## src/rtl/sflash_pkg.sv

```systemverilog
package sflash_pkg;

  typedef enum logic [2:0] {
    ST_IDLE,
    ST_CMD,
    ST_ADDR,
    ST_DUMMY,
    ST_DATA,
    ST_SKIP
  } rd_state_e;

  localparam logic [7:0] OP_CONT_READ = 8'hE8;

endpackage

```

## src/rtl/sfr_sync.sv

```systemverilog
module sfr_sync #(
  parameter int                 WIDTH   = 1,
  parameter int                 STAGES  = 2,
  parameter logic [WIDTH-1:0]   RST_VAL = '0
) (
  input  logic             clk,
  input  logic             rst_n,
  input  logic [WIDTH-1:0] d_in,
  output logic [WIDTH-1:0] q
);

  logic [WIDTH-1:0] stage_q [STAGES];
  logic [WIDTH-1:0] stage_d [STAGES];

  for (genvar s = 0; s < STAGES; s++) begin : g_stage
    if (s == 0) begin : g_first
      assign stage_d[s] = d_in;
    end else begin : g_rest
      assign stage_d[s] = stage_q[s-1];
    end

    always_ff @(posedge clk or negedge rst_n) begin
      if (!rst_n) begin
        stage_q[s] <= RST_VAL;
      end else begin
        stage_q[s] <= stage_d[s];
      end
    end
  end

  assign q = stage_q[STAGES-1];

endmodule

```

## src/rtl/sfr_cmd_fsm.sv

```systemverilog
module sfr_cmd_fsm
  import sflash_pkg::*;
#(
  parameter int         AW         = 22,
  parameter int         CMD_BITS   = 8,
  parameter int         ADDR_BITS  = 24,
  parameter int         DUMMY_BITS = 32,
  parameter logic [7:0] OPCODE     = OP_CONT_READ
) (
  input  logic          clk,
  input  logic          rst_n,
  input  logic          sel_q,
  input  logic          sel_fall,
  input  logic          sck_rise,
  input  logic          sck_fall,
  input  logic          din_q,
  output rd_state_e     state_q,
  output logic [AW-1:0] addr_word,
  output logic          addr_load,
  output logic          live
);

  localparam int MAX_AD  = (ADDR_BITS > CMD_BITS) ? ADDR_BITS : CMD_BITS;
  localparam int MAX_BITS = (DUMMY_BITS > MAX_AD) ? DUMMY_BITS : MAX_AD;
  localparam int CNT_W   = $clog2(MAX_BITS);
  localparam logic [CNT_W-1:0] CMD_END   = CNT_W'(CMD_BITS - 1);
  localparam logic [CNT_W-1:0] ADDR_END  = CNT_W'(ADDR_BITS - 1);
  localparam logic [CNT_W-1:0] DUMMY_END = CNT_W'(DUMMY_BITS - 1);

  rd_state_e        state_d;
  logic [CNT_W-1:0] cnt_q, cnt_d;
  logic [AW-1:0]    shreg_q, shreg_d, shreg_nx;
  logic             load_q, load_d;
  logic             live_q, live_d;

  assign shreg_nx = {shreg_q[AW-2:0], din_q};

  always_comb begin
    state_d = state_q;
    cnt_d   = cnt_q;
    shreg_d = shreg_q;
    load_d  = 1'b0;
    live_d  = live_q;
    if (sel_q) begin
      state_d = ST_IDLE;
      live_d  = 1'b0;
      cnt_d   = '0;
    end else begin
      unique case (state_q)
        ST_IDLE: begin
          if (sel_fall) begin
            state_d = ST_CMD;
            cnt_d   = '0;
          end
        end
        ST_CMD: begin
          if (sck_rise) begin
            shreg_d = shreg_nx;
            if (cnt_q == CMD_END) begin
              cnt_d   = '0;
              state_d = (shreg_nx[CMD_BITS-1:0] == OPCODE[CMD_BITS-1:0]) ? ST_ADDR : ST_SKIP;
            end else begin
              cnt_d = cnt_q + CNT_W'(1);
            end
          end
        end
        ST_ADDR: begin
          if (sck_rise) begin
            shreg_d = shreg_nx;
            if (cnt_q == ADDR_END) begin
              cnt_d   = '0;
              state_d = ST_DUMMY;
              load_d  = 1'b1;
            end else begin
              cnt_d = cnt_q + CNT_W'(1);
            end
          end
        end
        ST_DUMMY: begin
          if (sck_rise) begin
            if (cnt_q == DUMMY_END) begin
              cnt_d   = '0;
              state_d = ST_DATA;
            end else begin
              cnt_d = cnt_q + CNT_W'(1);
            end
          end
        end
        ST_DATA: begin
          if (sck_fall) begin
            live_d = 1'b1;
          end
        end
        default: begin
          state_d = state_q;
        end
      endcase
    end
  end

  always_ff @(posedge clk or negedge rst_n) begin
    if (!rst_n) begin
      state_q <= ST_IDLE;
      cnt_q   <= '0;
      shreg_q <= '0;
      load_q  <= 1'b0;
      live_q  <= 1'b0;
    end else begin
      state_q <= state_d;
      cnt_q   <= cnt_d;
      shreg_q <= shreg_d;
      load_q  <= load_d;
      live_q  <= live_d;
    end
  end

  assign addr_word = shreg_q;
  assign addr_load = load_q;
  assign live      = live_q;

endmodule

```

## src/rtl/sfr_addr_ctr.sv

```systemverilog
module sfr_addr_ctr #(
  parameter int PAGE_W    = 12,
  parameter int OFF_W     = 10,
  parameter int LONG_SIZE = 528
) (
  input  logic                    clk,
  input  logic                    rst_n,
  input  logic                    load,
  input  logic                    step,
  input  logic                    long_mode,
  input  logic [PAGE_W+OFF_W-1:0] addr_word,
  output logic [PAGE_W+OFF_W-1:0] mem_addr,
  output logic                    mem_rd_en
);

  localparam int MEM_AW = PAGE_W + OFF_W;
  localparam logic [OFF_W-1:0] LONG_LAST  = OFF_W'(LONG_SIZE - 1);
  localparam logic [OFF_W-1:0] SHORT_LAST = OFF_W'((1 << (OFF_W - 1)) - 1);

  logic [PAGE_W-1:0] page_q, page_d;
  logic [OFF_W-1:0]  off_q, off_d;
  logic              long_q, long_d;
  logic              rd_q, rd_d;
  logic [OFF_W-1:0]  last_off;
  logic [OFF_W-1:0]  long_off_in;

  assign last_off    = long_q ? LONG_LAST : SHORT_LAST;
  assign long_off_in = addr_word[OFF_W-1:0];

  always_comb begin
    page_d = page_q;
    off_d  = off_q;
    long_d = long_q;
    rd_d   = 1'b0;
    if (load) begin
      long_d = long_mode;
      rd_d   = 1'b1;
      if (long_mode) begin
        page_d = addr_word[MEM_AW-1:OFF_W];
        off_d  = (long_off_in > LONG_LAST) ? LONG_LAST : long_off_in;
      end else begin
        page_d = addr_word[MEM_AW-2:OFF_W-1];
        off_d  = {1'b0, addr_word[OFF_W-2:0]};
      end
    end else if (step) begin
      rd_d = 1'b1;
      if (off_q == last_off) begin
        off_d  = '0;
        page_d = page_q + PAGE_W'(1);
      end else begin
        off_d = off_q + OFF_W'(1);
      end
    end
  end

  always_ff @(posedge clk or negedge rst_n) begin
    if (!rst_n) begin
      page_q <= '0;
      off_q  <= '0;
      long_q <= 1'b0;
      rd_q   <= 1'b0;
    end else begin
      page_q <= page_d;
      off_q  <= off_d;
      long_q <= long_d;
      rd_q   <= rd_d;
    end
  end

  assign mem_addr  = {page_q, off_q};
  assign mem_rd_en = rd_q;

endmodule

```

## src/rtl/sfr_shift_out.sv

```systemverilog
module sfr_shift_out #(
  parameter int DATA_W = 8
) (
  input  logic              clk,
  input  logic              rst_n,
  input  logic              active,
  input  logic              sck_fall,
  input  logic              mem_rd_en,
  input  logic [DATA_W-1:0] mem_rdata,
  output logic              ser_out,
  output logic              step
);

  localparam int BIT_W = $clog2(DATA_W);
  localparam logic [BIT_W-1:0] LAST_BIT = BIT_W'(DATA_W - 1);

  logic [DATA_W-1:0] sh_q, sh_d;
  logic [DATA_W-1:0] pf_q, pf_d;
  logic [BIT_W-1:0]  bit_q, bit_d;
  logic              cap_q, cap_d;

  always_comb begin
    cap_d = mem_rd_en;
    pf_d  = cap_q ? mem_rdata : pf_q;
    sh_d  = sh_q;
    bit_d = bit_q;
    if (!active) begin
      bit_d = '0;
    end else if (sck_fall) begin
      bit_d = bit_q + BIT_W'(1);
      if (bit_q == '0) begin
        sh_d = pf_q;
      end else begin
        sh_d = {sh_q[DATA_W-2:0], 1'b0};
      end
    end
  end

  always_ff @(posedge clk or negedge rst_n) begin
    if (!rst_n) begin
      sh_q  <= '0;
      pf_q  <= '0;
      bit_q <= '0;
      cap_q <= 1'b0;
    end else begin
      sh_q  <= sh_d;
      pf_q  <= pf_d;
      bit_q <= bit_d;
      cap_q <= cap_d;
    end
  end

  assign step    = active & sck_fall & (bit_q == LAST_BIT);
  assign ser_out = sh_q[DATA_W-1];

endmodule

```

## src/rtl/sflash_rd_resp.sv

```systemverilog
module sflash_rd_resp
  import sflash_pkg::*;
#(
  parameter int PAGE_W      = 12,
  parameter int OFF_W       = 10,
  parameter int LONG_SIZE   = 528,
  parameter int DATA_W      = 8,
  parameter int ADDR_BYTES  = 3,
  parameter int DUMMY_BYTES = 4,
  parameter int SYNC_STAGES = 2
) (
  input  logic                    clk,
  input  logic                    rst_n,
  input  logic                    cfg_page528,
  input  logic                    ser_clk,
  input  logic                    sel_n,
  input  logic                    ser_in,
  output logic                    ser_out,
  output logic                    ser_oe,
  output logic                    mem_rd_en,
  output logic [PAGE_W+OFF_W-1:0] mem_addr,
  input  logic [DATA_W-1:0]       mem_rdata
);

  localparam int MEM_AW     = PAGE_W + OFF_W;
  localparam int ADDR_BITS  = ADDR_BYTES * DATA_W;
  localparam int DUMMY_BITS = DUMMY_BYTES * DATA_W;

  // reset: asserted asynchronously, released on the clock
  logic rst_sync_n;

  sfr_sync #(.WIDTH(1), .STAGES(SYNC_STAGES), .RST_VAL(1'b0)) u_rst_sync (
    .clk   (clk),
    .rst_n (rst_n),
    .d_in  (1'b1),
    .q     (rst_sync_n)
  );

  // pin synchronizers: {bus clock, select, data in}
  logic [2:0] pin_raw, pin_q;
  logic       sck_q, sel_q, din_q;
  logic       sck_prev, sel_prev;
  logic       sck_rise, sck_fall, sel_fall;

  assign pin_raw = {ser_clk, sel_n, ser_in};

  sfr_sync #(.WIDTH(3), .STAGES(SYNC_STAGES), .RST_VAL(3'b010)) u_pin_sync (
    .clk   (clk),
    .rst_n (rst_sync_n),
    .d_in  (pin_raw),
    .q     (pin_q)
  );

  assign sck_q = pin_q[2];
  assign sel_q = pin_q[1];
  assign din_q = pin_q[0];

  always_ff @(posedge clk or negedge rst_sync_n) begin
    if (!rst_sync_n) begin
      sck_prev <= 1'b0;
      sel_prev <= 1'b1;
    end else begin
      sck_prev <= sck_q;
      sel_prev <= sel_q;
    end
  end

  assign sck_rise = sck_q & ~sck_prev;
  assign sck_fall = ~sck_q & sck_prev;
  assign sel_fall = ~sel_q & sel_prev;

  // command sequencing
  rd_state_e         state_q;
  logic [MEM_AW-1:0] addr_word;
  logic              addr_load;
  logic              live;
  logic              in_data, in_skip;
  logic              step;

  sfr_cmd_fsm #(
    .AW         (MEM_AW),
    .CMD_BITS   (DATA_W),
    .ADDR_BITS  (ADDR_BITS),
    .DUMMY_BITS (DUMMY_BITS),
    .OPCODE     (OP_CONT_READ)
  ) u_cmd (
    .clk       (clk),
    .rst_n     (rst_sync_n),
    .sel_q     (sel_q),
    .sel_fall  (sel_fall),
    .sck_rise  (sck_rise),
    .sck_fall  (sck_fall),
    .din_q     (din_q),
    .state_q   (state_q),
    .addr_word (addr_word),
    .addr_load (addr_load),
    .live      (live)
  );

  assign in_data = (state_q == ST_DATA);
  assign in_skip = (state_q == ST_SKIP);

  sfr_addr_ctr #(
    .PAGE_W    (PAGE_W),
    .OFF_W     (OFF_W),
    .LONG_SIZE (LONG_SIZE)
  ) u_addr (
    .clk       (clk),
    .rst_n     (rst_sync_n),
    .load      (addr_load),
    .step      (step),
    .long_mode (cfg_page528),
    .addr_word (addr_word),
    .mem_addr  (mem_addr),
    .mem_rd_en (mem_rd_en)
  );

  sfr_shift_out #(.DATA_W(DATA_W)) u_out (
    .clk       (clk),
    .rst_n     (rst_sync_n),
    .active    (in_data),
    .sck_fall  (sck_fall),
    .mem_rd_en (mem_rd_en),
    .mem_rdata (mem_rdata),
    .ser_out   (ser_out),
    .step      (step)
  );

  assign ser_oe = live;

endmodule

```

## config.mk

```make
export PLATFORM = sky130hd
export DESIGN_NAME = sflash_rd_resp
export DESIGN_NICKNAME = d
export VERILOG_FILES = /design/src/rtl/sflash_pkg.sv /design/src/rtl/sfr_sync.sv /design/src/rtl/sfr_cmd_fsm.sv /design/src/rtl/sfr_addr_ctr.sv /design/src/rtl/sfr_shift_out.sv /design/src/rtl/sflash_rd_resp.sv
export SDC_FILE = /design/constraint.sdc
export NUM_CORES = 1
export LEC_CHECK = 0
export ABC_AREA = 1
export BUFFER_PORTS_ARGS = -buffer_cell sky130_fd_sc_hd__buf_2
export CAP_MARGIN = 5
export CORE_ASPECT_RATIO = 1.75
export CORE_MARGIN = 2
export CORE_UTILIZATION = 45
export DETAILED_ROUTE_END_ITERATION = 16
export SLEW_MARGIN = 15
export SYNTH_ARGS = -nofsm -noshare
export SYNTH_HDL_FRONTEND = slang
export SYNTH_HIERARCHICAL = 1
export SYNTH_SLANG_ARGS = --single-unit
```

## constraint.sdc

```tcl
create_clock -name clk -period 3.3 [get_ports clk]
set_input_delay 0.33 -clock clk [delete_from_list [all_inputs] [get_ports clk]]
set_output_delay 0.33 -clock clk [all_outputs]
set_load 0.05 [all_outputs]
```

### Word-level counts from Yosys, hierarchy flattened

Index checks and enable logic that the tools add are counted.

| word-level totals | value |
|---|---|
| flip-flop bits (word level) | 86 |
| input port bits | 14 |
| output and inout bits | 25 |

| cells by class | value |
|---|---|
| add/subtract/negate cells | 4 |
| order comparisons | 1 |
| eq/ne operators | 18 |
| muxes and demuxes | 41 |
| bitwise logic cells | 8 |
| reduce and logical (&&, ||, !) cells | 14 |

Operators by type and width:

| cell | count |
|---|---|
| $mux 10 | 6 |
| $mux 12 | 4 |
| $mux 5 | 8 |
| $mux 3 | 11 |
| $pmux 5 s4 | 1 |
| $add 12x1->12 const B | 1 |
| $ne 3x3->1 const B | 4 |
| $pmux 3 s4 | 1 |
| $add 10x1->10 const B | 1 |
| $eq 10x10->1 | 1 |
| $eq 5x5->1 const B | 2 |
| $gt 10x10->1 const B | 1 |
| $mux 1 | 9 |
| $ne 3x2->1 const B | 3 |
| $eq 8x8->1 const B | 1 |
| $mux 8 | 1 |
| $reduce_and 8->1 | 1 |
| $reduce_bool 2->1 | 4 |
| $eq 3x2->1 const B | 2 |
| $eq 3x3->1 const B | 2 |
| $logic_not 3->1 | 2 |
| $reduce_and 2->1 | 3 |
| $add 5x1->5 const B | 1 |
| $and 1x1->1 | 5 |
| 9 further kinds | 11 |

### Depth between registers and ports, before layout

| depth | value |
|---|---|
| depth after elaboration | 6 |
| mapped depth | 11 |
| mapped depth without buffers | 10 |

### Modules after synthesis

Netlist, hierarchy kept.

Modules (own cells, without submodules):

| module | times used | cells an instance | area an instance (µm²) | sequential area each (µm²) |
|---|---|---|---|---|
| sfr_addr_ctr | 1 | 301 | 1901.8 | 600.6 |
| sfr_cmd_fsm | 1 | 177 | 1559.0 | 800.8 |
| sfr_shift_out | 1 | 109 | 927.1 | 500.5 |
| sfr_sync at u_pin_sync | 1 | 6 | 152.6 | 152.6 |
| sflash_rd_resp | 1 | 12 | 91.3 | 51.3 |
| sfr_sync at u_rst_sync | 1 | 2 | 50.0 | 50.0 |

### Least setup slack after synthesis

Ideal clock, no wire load.

| timing path | value |
|---|---|
| path type | register to register |
| start point | register u_addr.off_q[0] |
| end point | register u_addr.page_q[11] |
| arrival time | 1.668 ns |
| data required time | 3.182 ns |
| setup slack | 1.514 ns |
| stages on the path, launching flop included | 10 |
| period minus slack after synthesis | 1.786 ns |
| path through | dfrtp_1 ha_1 inv_1 nor2_8 nand3_4 nand2_4 nand2_4 buf_6 nand2_1 nand2_1 |

| on the way | value |
|---|---|
| longest elaborated chain between the ends | 3 |

Ends and longest elaborated chain:

| item | RTL line | text |
|---|---|---|
| start, declared | sfr_addr_ctr.sv:21 | `logic [OFF_W-1:0] off_q, off_d;` |
| start signal, assigned | sfr_addr_ctr.sv:59 | `off_q <= '0;` |
| start signal, assigned | sfr_addr_ctr.sv:64 | `off_q <= off_d;` |
| $eq 10x10->1 | sfr_addr_ctr.sv:47 | `if (off_q == last_off) begin` |
| $reduce_bool 2->1 (no line) | -- |  |
| $reduce_and 2->1 (no line) | -- |  |
| end signal, assigned | sfr_addr_ctr.sv:63 | `page_q <= page_d;` |
| end, declared | sfr_addr_ctr.sv:20 | `logic [PAGE_W-1:0] page_q, page_d;` |

Every way passes these cells.
A chain may end at the register's enable or synchronous reset.

### Final worst setup path

| timing path | value |
|---|---|
| start point | register u_cmd.state_q[2] |
| end point | register u_addr.page_q[5] |

| on the way | value |
|---|---|
| longest elaborated chain between the ends | 5 |

Ends and longest elaborated chain:

| item | RTL line | text |
|---|---|---|
| start, declared | sfr_cmd_fsm.sv:17 | `output rd_state_e state_q,` |
| start signal, assigned | sfr_cmd_fsm.sv:109 | `state_q <= state_d;` |
| $eq 3x3->1 | sflash_rd_resp.sv:100 | `assign in_data = (state_q == ST_DATA);` |
| net in_data | sflash_rd_resp.sv:77 | `logic in_data, in_skip;` |
| $and 1x1->1 (2 in series) | sfr_shift_out.sv:53 | `assign step = active & sck_fall & (bit_q == LAST_BIT);` |
| net step | sflash_rd_resp.sv:78 | `logic step;` |
| $reduce_bool 2->1 (no line) | -- |  |
| $reduce_and 2->1 (no line) | -- |  |

The timed path passes the listed nets, and every way through them passes these cells.

==> flow_results.org <==
** Clock tree
- Clock buffers created by TritonCTS :: 9
- Clock slew at the register clock pins of the worst setup and hold paths :: 0.06 ns
- In this run the post-CTS setup repair buffer count came out at 0.
- The tree built by TritonCTS fans out to 86 sinks.
- H-tree level count :: 3
- Number of buffers on the longest clock path :: 2
- At the later pin of the worst-skew pair, clock insertion delay measures 0.34 ns.
- Post-cts resize count :: 0
- TritonCTS built the clock tree.
- Buffer type at the clock tree root :: sky130_fd_sc_hd__clkbuf_16

** Timing
- Final worst path period share :: 0.668
- The worst path meets setup with 1.10 ns of slack.
- Clock Skews :: 0.00602 ns
- The worst path needs 2.20 ns of the cycle, external delays included.
- The total count of hold-check failures in the final report came to 0.
- On the final layout, the worst hold slack is 0.0867 ns.
- At the pin with the least slew margin, the transition time is 0.705 ns.
- Worst slew margin :: 0.530
- The max-slew violation count is 0.
- Derived from the worst setup path, the maximum achievable clock frequency is 454 MHz.
- Post-route setup TNS :: 0 ns
- Setup violations remaining at the end of the flow were counted as 0.
- Setup repair after global routing left no endpoint under its margin.

** Run
- Max-cap violations in this run came to 0.

** Detailed routing
- Drt drc :: 0
- After detailed routing, the number of vias per cell comes to 5.04.
- Total length of routed wires :: 10.4 mm
- The routed layout has 3879 vias.
- Mean routed wirelength per cell :: 13.5 um
- DRT Pass-1 Iters :: 5
- The detail route stage leaves a number of antenna-violating nets equal to 0.
- The first routing iteration left 225 violations.

** Synthesis
- Cell taking the most area after synthesis :: sky130_fd_sc_hd__dfrtp_1
- In the synthesized netlist the async set-or-reset flop fraction comes to 1.00.
- EDFF count, synth :: 0
- Dominant cell by count in the synthesized netlist :: sky130_fd_sc_hd__nand2_1
- The cell count after synthesis came out at 607.
- Synthesis instantiated 42 different standard cells from the library.
- Syn. warnings :: 6
- Sequential share of the synthesized area :: 0.460
- Share of Yosys cell area claimed by the top area cell type :: 0.444
- Each instance of the synthesized netlist takes up on average 7.71 um^2.
- Summing every instance area after synthesis gives 4680 um^2.
- In the synthesized netlist the dominant register cell turns out to be sky130_fd_sc_hd__dfrtp_1.
- Post-synth net total :: 628
- Cell types occupying the most area after synthesis :: sky130_fd_sc_hd__dfrtp_1, sky130_fd_sc_hd__nand2_1, sky130_fd_sc_hd__nand3_1
- Yosys reg bits :: 86
- The commonest cells after synthesis are sky130_fd_sc_hd__nand2_1, sky130_fd_sc_hd__dfrtp_1, sky130_fd_sc_hd__inv_1, sky130_fd_sc_hd__nand3_1, sky130_fd_sc_hd__nor2_1.

** Critical path
- Depth of the most critical reg-to-reg path :: 9
- Instance count on the critical path :: 9
- Required time of the critical path :: 3.52 ns
- Among the stages of the critical path, the cell type that occurs most often is sky130_fd_sc_hd__nand2_1.
- Worst Path Buf+Inv :: 1
- The cell family contributing the most delay on the critical path is simple AND/OR/NAND/NOR gates.
- Walking the worst path, the cells encountered are nand2_1 > nor2_2 > nand2_4 > nor2_1 > nor2_2 > inv_1 > nand2_4 > nand2_1 > nand2_1.
- Of all nets on the critical path, the largest fanout is 22.
- STA classifies the critical path startpoint as a register.
- Arrival time at the worst endpoint :: 2.42 ns
- STA classifies the critical path endpoint as a register.
- On the critical path, the stage with the largest delay is an instance of sky130_fd_sc_hd__inv_1.
- Crit-path max cell delay :: 0.55 ns
- The critical path in this run is classified as reg -> reg.

** Die
- The initial utilization of the core area, before any placement, comes to 0.460.
- The die is 81.1 um wide.
- Number of ports placed on the die boundary :: 39
- Die ar. :: 11300 um^2
- The region available for standard cell placement spans 10200 um^2.
- Row Count :: 49
- Die Y :: 139 um

** Global route
- Number of global-route vias before repair :: 3687
- The number of antenna violations at the first check in global routing came to 0.
- Entering global routing, the biggest net connects 85 pins.
- First-pass GRT wire length :: 17.5 mm
- Congestion Overflow GR :: 0
- In the global route stage, overall resource usage came out at 0.200.

** Place
- Routability-driven placement finished with a final weighted congestion of 0.936.
- The count of buffers added on input and output ports is 38.
- Final HPWL from detailed placement :: 7.77 mm
- Post-placement cell area :: 4900 um^2
- Worst setup slack after placement :: 1.11 ns

** Final layout
- At the end of the flow, the number of nets in the layout was 659.
- At the end of the flow the core is filled with cells to 0.519.
- Diodes inserted :: 0
- After routing the design area is 5280 um^2.
- Share of cells above drive strength 1 :: 0.154
- Relative to the synthesized area, the layout overhead comes to 12.8%.

** Power and ir drop
- Worst supply voltage drop on vdd :: 0.305 mV
- Summed over all cells, the static leakage comes to 2.82 nW.
- In this run the power density over the cells is 580 nW/um^2.

** Hold path
- Cell depth of the worst hold path :: 1
- The worst hold path belongs to the class in -> reg.

** Run status
- Result of the run :: completed
report_power, final:
group | switching (mW) | leakage (nW) | internal, mW
registers | 0.157 | 0.977 | 1.23
clock network | 0.398 | 0.166 | 0.761
logic | 0.332 | 1.68 | 0.186
total | 0.887 | 2.82 | 2.18
registers in the layout (all words and copies together) (netlist names):
signal / cells
u_cmd/addr_word: 22
u_addr/page_q: 12
u_addr/off_q: 10
u_out/pf_q: 8
u_out/sh_q: 8
u_cmd/cnt_q: 5
u_cmd/state_q: 3
u_out/bit_q: 3
u_pin_sync/q: 3
u_pin_sync/stage_d: 3
sck_prev: 1
sel_prev: 1
u_addr/long_q: 1
u_addr/mem_rd_en: 1
u_cmd/addr_load: 1
u_cmd/live: 1
u_out/cap_q: 1
u_rst_sync/q: 1
u_rst_sync/stage_d: 1
kinds of logic after synthesis:
group           count (synthesis)  share of synthesized area
simple gates                  319                      0.315
buf+inv                       105                     0.0981
flops                          86                      0.460
compound gates                 85                     0.0994
fa+ha+maj                       7                     0.0187
xor+xnor                        3                    0.00561
other cells                     1                   0.000801
mux                             1                    0.00240
cells in the final DEF, fill, tap and decap left out, types with 5 or more instances in the layout:
| cell type | count |
|---|---|
| sky130_fd_sc_hd__nor2_2 | 9 |
| sky130_fd_sc_hd__buf_2 | 38 |
| sky130_fd_sc_hd__nand3_1 | 62 |
| sky130_fd_sc_hd__nor2_1 | 50 |
| sky130_fd_sc_hd__nand2_1 | 165 |
| sky130_fd_sc_hd__o21bai_1 | 5 |
| sky130_fd_sc_hd__clkbuf_16 | 9 |
| sky130_fd_sc_hd__inv_2 | 5 |
| sky130_fd_sc_hd__nand2_2 | 7 |
| sky130_fd_sc_hd__a21oi_1 | 22 |
| sky130_fd_sc_hd__o21ai_1 | 18 |
| sky130_fd_sc_hd__ha_1 | 7 |
| sky130_fd_sc_hd__nand4_1 | 8 |
| sky130_fd_sc_hd__inv_1 | 78 |
| sky130_fd_sc_hd__o21ai_0 | 29 |
| sky130_fd_sc_hd__dfrtp_1 | 82 |
repair_timing:
action	CTS	global route
endpoints found under the setup margin	0	0
hold buffers	1	0
endpoints found under the hold margin	2	0
per-stage QoR:
step | power [mW] | instances
CTS | 3.10 | 769
floorplan | 1.79 | 607
global route | 3.26 | 770
global placement | 1.91 | 752
finish | 3.06 | 770
detailed placement | 1.93 | 752
path summary, 6_finish.rpt:
kind / startpoint / end / slack [ns]
setup / recovery: u_cmd/state_q[2]$_DFFE_PN0P_ / u_addr/page_q[5]$_DFFE_PN0P_ / 1.10
hold / removal: sel_n / u_pin_sync/stage_d[1]$_DFF_PN1_ / 0.09
setup reg to reg: u_cmd/state_q[2]$_DFFE_PN0P_ / u_addr/page_q[5]$_DFFE_PN0P_ / 1.10
hold reg to reg: u_rst_sync/q$_DFF_PN0_ / u_pin_sync/q[0]$_DFF_PN0_ / 0.28
max in group asynchronous: u_rst_sync/q$_DFF_PN0_ / u_pin_sync/stage_d[1]$_DFF_PN1_ / 2.38
min in group asynchronous: u_rst_sync/q$_DFF_PN0_ / u_pin_sync/q[0]$_DFF_PN0_ / 0.28
metal layers:
metal	wire length [um]	GRT usage	vias up
li1	-	-	1994
met1	3990	0.219	1799
met2	5890	0.372	71
met3	266	0.0215	15
met4	236	0.0928	0
met5	0	0	-
area by class of cell:
type	count	area (um^2)
clock inverter	5	106
fill	1007	4890
sequential	86	2160
multi-input combinational	416	2070
timing repair buffer	40	228
tap	127	159
clock buffer	11	243
inverter	85	320
worst register-to-register path: stages (launching register included):
cell                      delay [ns]
sky130_fd_sc_hd__dfrtp_1        0.52
sky130_fd_sc_hd__nand2_1        0.11
sky130_fd_sc_hd__nor2_2         0.15
sky130_fd_sc_hd__nand2_4        0.13
sky130_fd_sc_hd__nor2_1         0.18
sky130_fd_sc_hd__nor2_2         0.08
sky130_fd_sc_hd__inv_1          0.55
sky130_fd_sc_hd__nand2_4        0.21
sky130_fd_sc_hd__nand2_1        0.10
sky130_fd_sc_hd__nand2_1        0.06
Note: power is estimated with default switching activity, not from simulation.
